==> config.mk <==
export PLATFORM = sky130hd
export DESIGN_NAME = pwm_ovr_unit
export DESIGN_NICKNAME = d
export VERILOG_FILES = /design/src/rtl/pwm_ovr_pkg.sv /design/src/rtl/pwm_ovr_regs.sv /design/src/rtl/pwm_ovr_pair.sv /design/src/rtl/pwm_ovr_unit.sv
export SDC_FILE = /design/constraint.sdc
export NUM_CORES = 1
export LEC_CHECK = 0
export BUFFER_PORTS_ARGS = -buffer_cell sky130_fd_sc_hd__buf_2
export CORE_MARGIN = 10
export CORE_UTILIZATION = 50
export DETAILED_ROUTE_END_ITERATION = 12
export GPL_TIMING_DRIVEN = 1
export HOLD_SLACK_MARGIN = 0.03
export PLACE_DENSITY = 0.94
export SYNTH_ARGS = -nofsm -noshare
export SYNTH_HDL_FRONTEND = slang
export SYNTH_SLANG_ARGS = --single-unit
export TNS_END_PERCENT = 30
==> constraint.sdc <==
create_clock -name clk -period 2.4 [get_ports clk]
set_input_delay 0.36 -clock clk [delete_from_list [all_inputs] [get_ports clk]]
set_output_delay 0.36 -clock clk [all_outputs]
set_load 0.01 [all_outputs]
==> src/rtl/pwm_ovr_pkg.sv <==
// Package: shared widths and register addresses for the override unit.
// Assumes six channels arranged as three even/odd pairs.
package pwm_ovr_pkg;
    localparam int NUM_CH   = 6;
    localparam int REG_W    = 8;
    localparam int NUM_PAIR = NUM_CH / 2;
    localparam logic ADDR_SEL = 1'b0;
    localparam logic ADDR_LVL = 1'b1;
    typedef logic [NUM_CH-1:0] ch_vec_t;
endpackage

==> src/rtl/pwm_ovr_regs.sv <==
// Module: holds the select and level registers and serves reads.
// Assumes synchronous active-low reset; unused upper bits read as 0.
module pwm_ovr_regs
    import pwm_ovr_pkg::*;
#(
    parameter int CH = NUM_CH,
    parameter int RW = REG_W
) (
    input  logic          clk,
    input  logic          rst_n,
    input  logic          wr_en,
    input  logic          wr_addr,
    input  logic [RW-1:0] wr_data,
    input  logic          rd_addr,
    output logic [RW-1:0] rd_data,
    output logic [CH-1:0] sel_q,
    output logic [CH-1:0] lvl_q
);
    localparam int PAD = RW - CH;

    // Register update: reset values, then addressed write of implemented bits.
    always_ff @(posedge clk) begin
        if (!rst_n) begin
            sel_q <= '1;
            lvl_q <= '0;
        end else if (wr_en) begin
            if (wr_addr == ADDR_SEL) sel_q <= wr_data[CH-1:0];
            else                     lvl_q <= wr_data[CH-1:0];
        end
    end

    // Read mux with zero padding above the implemented field.
    always_comb begin
        rd_data = {{PAD{1'b0}}, (rd_addr == ADDR_SEL) ? sel_q : lvl_q};
    end
endmodule

==> src/rtl/pwm_ovr_pair.sv <==
// Module: resolves one even/odd channel pair, combinational.
// Assumes comp forces even = ~odd; otherwise each channel picks alone.
module pwm_ovr_pair (
    input  logic       comp,
    input  logic [1:0] sel,
    input  logic [1:0] lvl,
    input  logic [1:0] gen,
    output logic [1:0] nxt
);
    logic odd_v;
    logic even_v;

    // Per-channel source choice and complementary forcing of the even one.
    always_comb begin
        odd_v  = sel[1] ? gen[1] : lvl[1];
        even_v = sel[0] ? gen[0] : lvl[0];
        nxt    = {odd_v, comp ? ~odd_v : even_v};
    end
endmodule

==> src/rtl/pwm_ovr_unit.sv <==
// Top: six-channel PWM override between generator and pins.
// Assumes outputs registered so both source paths have one-cycle latency.
module pwm_ovr_unit
    import pwm_ovr_pkg::*;
(
    input  logic              clk,
    input  logic              rst_n,
    input  logic              wr_en,
    input  logic              wr_addr,
    input  logic [REG_W-1:0]  wr_data,
    input  logic              rd_addr,
    output logic [REG_W-1:0]  rd_data,
    input  logic              comp_mode,
    input  logic [NUM_CH-1:0] gen_pwm,
    output logic [NUM_CH-1:0] out_pwm
);
    ch_vec_t sel_q, lvl_q, nxt;

    pwm_ovr_regs #(.CH(NUM_CH), .RW(REG_W)) i_regs (
        .clk(clk), .rst_n(rst_n), .wr_en(wr_en), .wr_addr(wr_addr),
        .wr_data(wr_data), .rd_addr(rd_addr), .rd_data(rd_data),
        .sel_q(sel_q), .lvl_q(lvl_q)
    );

    for (genvar k = 0; k < NUM_PAIR; k++) begin : g_pair
        pwm_ovr_pair i_pair (
            .comp(comp_mode),
            .sel(sel_q[2*k+1:2*k]),
            .lvl(lvl_q[2*k+1:2*k]),
            .gen(gen_pwm[2*k+1:2*k]),
            .nxt(nxt[2*k+1:2*k])
        );
    end

    // Output register: glitch-free pins, inactive until first edge out of reset.
    always_ff @(posedge clk) begin
        if (!rst_n) out_pwm <= '0;
        else        out_pwm <= nxt;
    end
endmodule

== Word-level counts from Yosys, hierarchy flattened ==
Cells that the tools add are included.

* Add/sub/neg operators: 0
* Multiply operators: 0
* Div/mod/pow operators: 0
* $lt $le $gt $ge: 0
* Equality and inequality tests: 0
* Shifts and indexed selects: 0
* Mux-type cells: 10
* Bitwise logic cells: 4
* Reductions and logical operators: 2

{| class="wikitable"
|+ Operator list
! cell !! number
|-
| $mux W1 || 9
|-
| $mux W6 || 1
|-
| $not A1 Y1 || 4
|-
| $reduce_and A2 Y1 || 2
|}

* Register bits: 18
* Latch bits: 0
* Memory bits (writable): 0
* ROM bits: 0
* Logic and storage cells: 19
* Memories kept: 0

== Longest topological paths before layout ==
* Depth in word-level cells: 3
* Gate-level depth with buffers: 4

== Hierarchy ==
Synthesis repeated with hierarchy kept, for this count alone.

* Cells, all modules: 94
* Area total of the unflattened synthesis: 858.3 um2

{| class="wikitable"
|+ Modules (own cells, without submodules)
! module !! instances !! cells each !! area an instance (um2)
|-
| pwm_ovr_regs || 1 || 70 || 561.8
|-
| pwm_ovr_unit || 1 || 12 || 157.7
|-
| pwm_ovr_pair || 3 || 4 || 46.3
|}

== Worst setup path after synthesis ==
Ideal clock, no wire load.

* Path kind: input -> output
* Start: in rd_addr
* End: out rd_data[0]
* Data arrival time: 0.784 ns
* Slack: 1.256 ns
* Stages: 2
* Buffers on the path: 1
* Cell sequence: buf_2 o21ai_0

* Longest elaborated chain between the ends: 1

{| class="wikitable"
|+ Ends and longest elaborated chain
! element !! line !! text
|-
| from (decl) || pwm_ovr_unit.sv:11 || <nowiki>input logic rd_addr,</nowiki>
|-
| $mux W6 || pwm_ovr_regs.sv:34 || <nowiki>rd_data = {{PAD{1'b0}}, (rd_addr == ADDR_SEL) ? sel_q : lvl_q};</nowiki>
|-
| to (decl) || pwm_ovr_unit.sv:12 || <nowiki>output logic [REG_W-1:0] rd_data,</nowiki>
|}

Every way passes these cells.

== Final worst setup path ==
* Start: reg i_regs.sel_q[1]
* End: out rd_data[1]

* Longest elaborated chain between the ends: 1

{| class="wikitable"
|+ Ends and longest elaborated chain
! element !! line !! text
|-
| from (decl) || pwm_ovr_regs.sv:16 || <nowiki>output logic [CH-1:0] sel_q,</nowiki>
|-
| from (signal assigned) || pwm_ovr_regs.sv:27 || <nowiki>if (wr_addr == ADDR_SEL) sel_q <= wr_data[CH-1:0];</nowiki>
|-
| $mux W6 || pwm_ovr_regs.sv:34 ||
|}

Every way passes these cells.

==> impl_metrics.yaml <==
floorplanning:
  rows: 14
  dieArea_um2: 3780
  start_util_pct: 55.1
  io_pins: 34
  die-height_um: 61.5
  core_area_um2: 1560
  die_w_um: 61.5
layout:
  final_cell_mix: "buf_2, dfxtp_1, inv_1, nand2_1"
  drive_gt1_share_pct: 34.7
  n_antenna_cell: 0
  fin_nets: 139
  layout_commonest_cell: "buf_2"
  area_delta_synth_final_pct: 15.3
power_and_ir_drop:
  p_per_area_nw_per_um2: 620
  leakagePower_nw: 0.496
  power.total_mw: 0.614
  ir_drop_mv: 0.341
logic_synthesis:
  synth_top_area_cell: "dfxtp_1"
  synth_area_per_cell_um2: 9.34
  synth.area.top_cells: "dfxtp_1, a21bo_2, mux2i_1, nand3b_1, o211ai_1"
  synth_top_area_share_pct: 41.9
  synth_seq_cells: 18
  synth_cell_type_count: 22
  syn_inst: 92
  synth_area_um2: 860
  ys_seq_area_share_pct: 41.9
  ys_warn_count: 0
clocking:
  clk_path_buf_depth: 2
  cts_buffers: 3
  cts_setup_buffers: 0
  cts_resized: 0
  cts.sink_count: 18
  clk_pin_slew_ns: 0.10
  cts_htree_levels: 1
  cts_hold_buf: 0
  cts_root_buf: "clkbuf_4"
  clock_latency_ns: 0.29
  cts_tree: "done"
timing:
  finalCritPeriodShare_pct: 59.3
  fmax_mhz: 703
  period_minus_slack_ns: 1.42
  finalSetupViolCount: 0
  setup_tns_ns: 0
  skew_ns: 0.00731
  report.final.slew_viol_count: 0
  rsz0062_at_grt: "no"
  hold_viol_final: 0
critical_path:
  end_kind: "primary output"
  critical_path_class: "flip-flop to primary output"
  crit_path_top_delay_cell: "dfxtp_1"
  critPathLaunchType: "flip-flop"
  rrSetupSlack_ns: 1.48
  crit_chain: "inv_1 -> o21ai_0 -> buf_2"
  r2r_start: "i_regs.sel_q[5]$_SDFFE_PN1P_"
  r2r-end: "out_pwm[5]$_SDFF_PN0_"
  slowest_delay_ns: 0.36
  critical_path_required_ns: 2.04
  crit_fanout: 2
  path_delay_family: "flip-flops"
  critPathArrivalTime_ns: 1.06
  reg2regPathDepth: 2
  crit_buf_inv: 2
outcome:
  outcome: "finished clean"
place:
  io_buffers: 29
  dp_hpwl_um: 1560
  globalplace.congestion: 0.848
min_path:
  min_path_type: "input pin to flip-flop"
  hold_end: "i_regs.lvl_q[1]$_SDFFE_PN0P_"
  min-delay-start: "wr_data[1]"
  hold_depth: 3
grt:
  antenna_found_initial: 0
  grt_use_total_pct: 11.1
  grt_max_degree: 20
  grt_pass1_vias: 717
  gr-total-overflow: 0
  grt_pass1_wl_um: 3170
detailed_routing:
  drtIter0Drc: 12
  routed_via_density: 5.33
  vias: 714
  routed_wl_um: 1970
  post_drt_wl_per_cell_um: 14.7
  drc: 0
  first_pass_iters: 4
  ant_nets: 0
flow_run:
  maxCapViolCount: 0
[cell type report]
cell class                      instances  area, um2
Clock buffer                            4       36.3
Fill cell                             137        568
Inverter                                7       26.3
Multi-Input combinational cell         60        403
Sequential cell                        18        360
Tap cell                               16       20.0
Timing Repair Buffer                   29        145
[logic make-up after synthesis]
| group | Yosys count | share of synthesized area (%) |
|---|---|---|
| AO/OA/AOI/OAI | 27 | 22.0 |
| AND/OR/NAND/NOR | 25 | 16.4 |
| flip-flops | 18 | 41.9 |
| buffers and inverters | 15 | 11.6 |
| multiplexers | 6 | 7.57 |
| other | 1 | 0.436 |
[Yosys cell counts]
library cell and instances:
a21bo_2 6, mux2i_1 5, mux2_4 1, buf_6 3, and2_1 2, buf_2 2
a21oi_1 6, o211ai_1 6, o21ai_0 6, conb_1 1, buf_4 2, nand2_1 7
nor2b_4 1, nand3_1 6, nand3b_1 6, buf_8 1, inv_1 7, dfxtp_1 18
nand2b_1 1, nor2_1 2, o2bb2ai_1 2, o22ai_1 1
[sequential cells by signal, indices dropped and copies added, names as in the netlist]
| name | flops |
|---|---|
| i_regs.lvl_q | 6 |
| i_regs.sel_q | 6 |
| out_pwm | 6 |
[worst max-delay path by stage]
stage,end,startpoint,cells after the start
2_1_floorplan,rd_data[0],rd_addr,2
3_3_place_gp,rd_data[1],rd_addr,3
3_5_place_dp,rd_data[1],rd_addr,4
4_1_cts,rd_data[1],i_regs.sel_q[1]$_SDFFE_PN1P_,3
5_1_grt,rd_data[1],i_regs.sel_q[1]$_SDFFE_PN1P_,3
6_report,rd_data[1],i_regs.sel_q[1]$_SDFFE_PN1P_,3
[metrics by stage]
step           util [%]  cell area, um2  setup WS (ns)  cells  hold WS (ns)
2_1_floorplan         -             863           1.26     93         0.493
3_3_place_gp       61.2             955           1.19    130         0.508
3_5_place_dp       61.2             955           1.17    130         0.518
4_1_cts            63.6             991          0.983    134         0.316
5_1_grt            63.6             991          0.906    134         0.330
6_report           63.6             991          0.978    134         0.314
[power by group]
group	internal, mW	leakage [nW]	switching [mW]
sequential	0.317	0.149	0.00962
combinational	0.0475	0.326	0.0550
clock	0.0924	0.0210	0.0922
total	0.457	0.496	0.157
[worst reg2reg max path, stage by stage, from the launching register on]
cell,delay [ns]
dfxtp_1,0.37
mux2_4,0.31
and2_1,0.15
[layer usage]
metal | up-vias | global-route usage (%) | part of all wire (%)
met2 | 28 | 18.0 | 48
met5 | - | 0 | 0
met4 | 0 | 7.01 | 1.6
li1 | 364 | - | -
met1 | 318 | 11.5 | 39
met3 | 4 | 5.14 | 12
(Power assumes the default switching activity.)
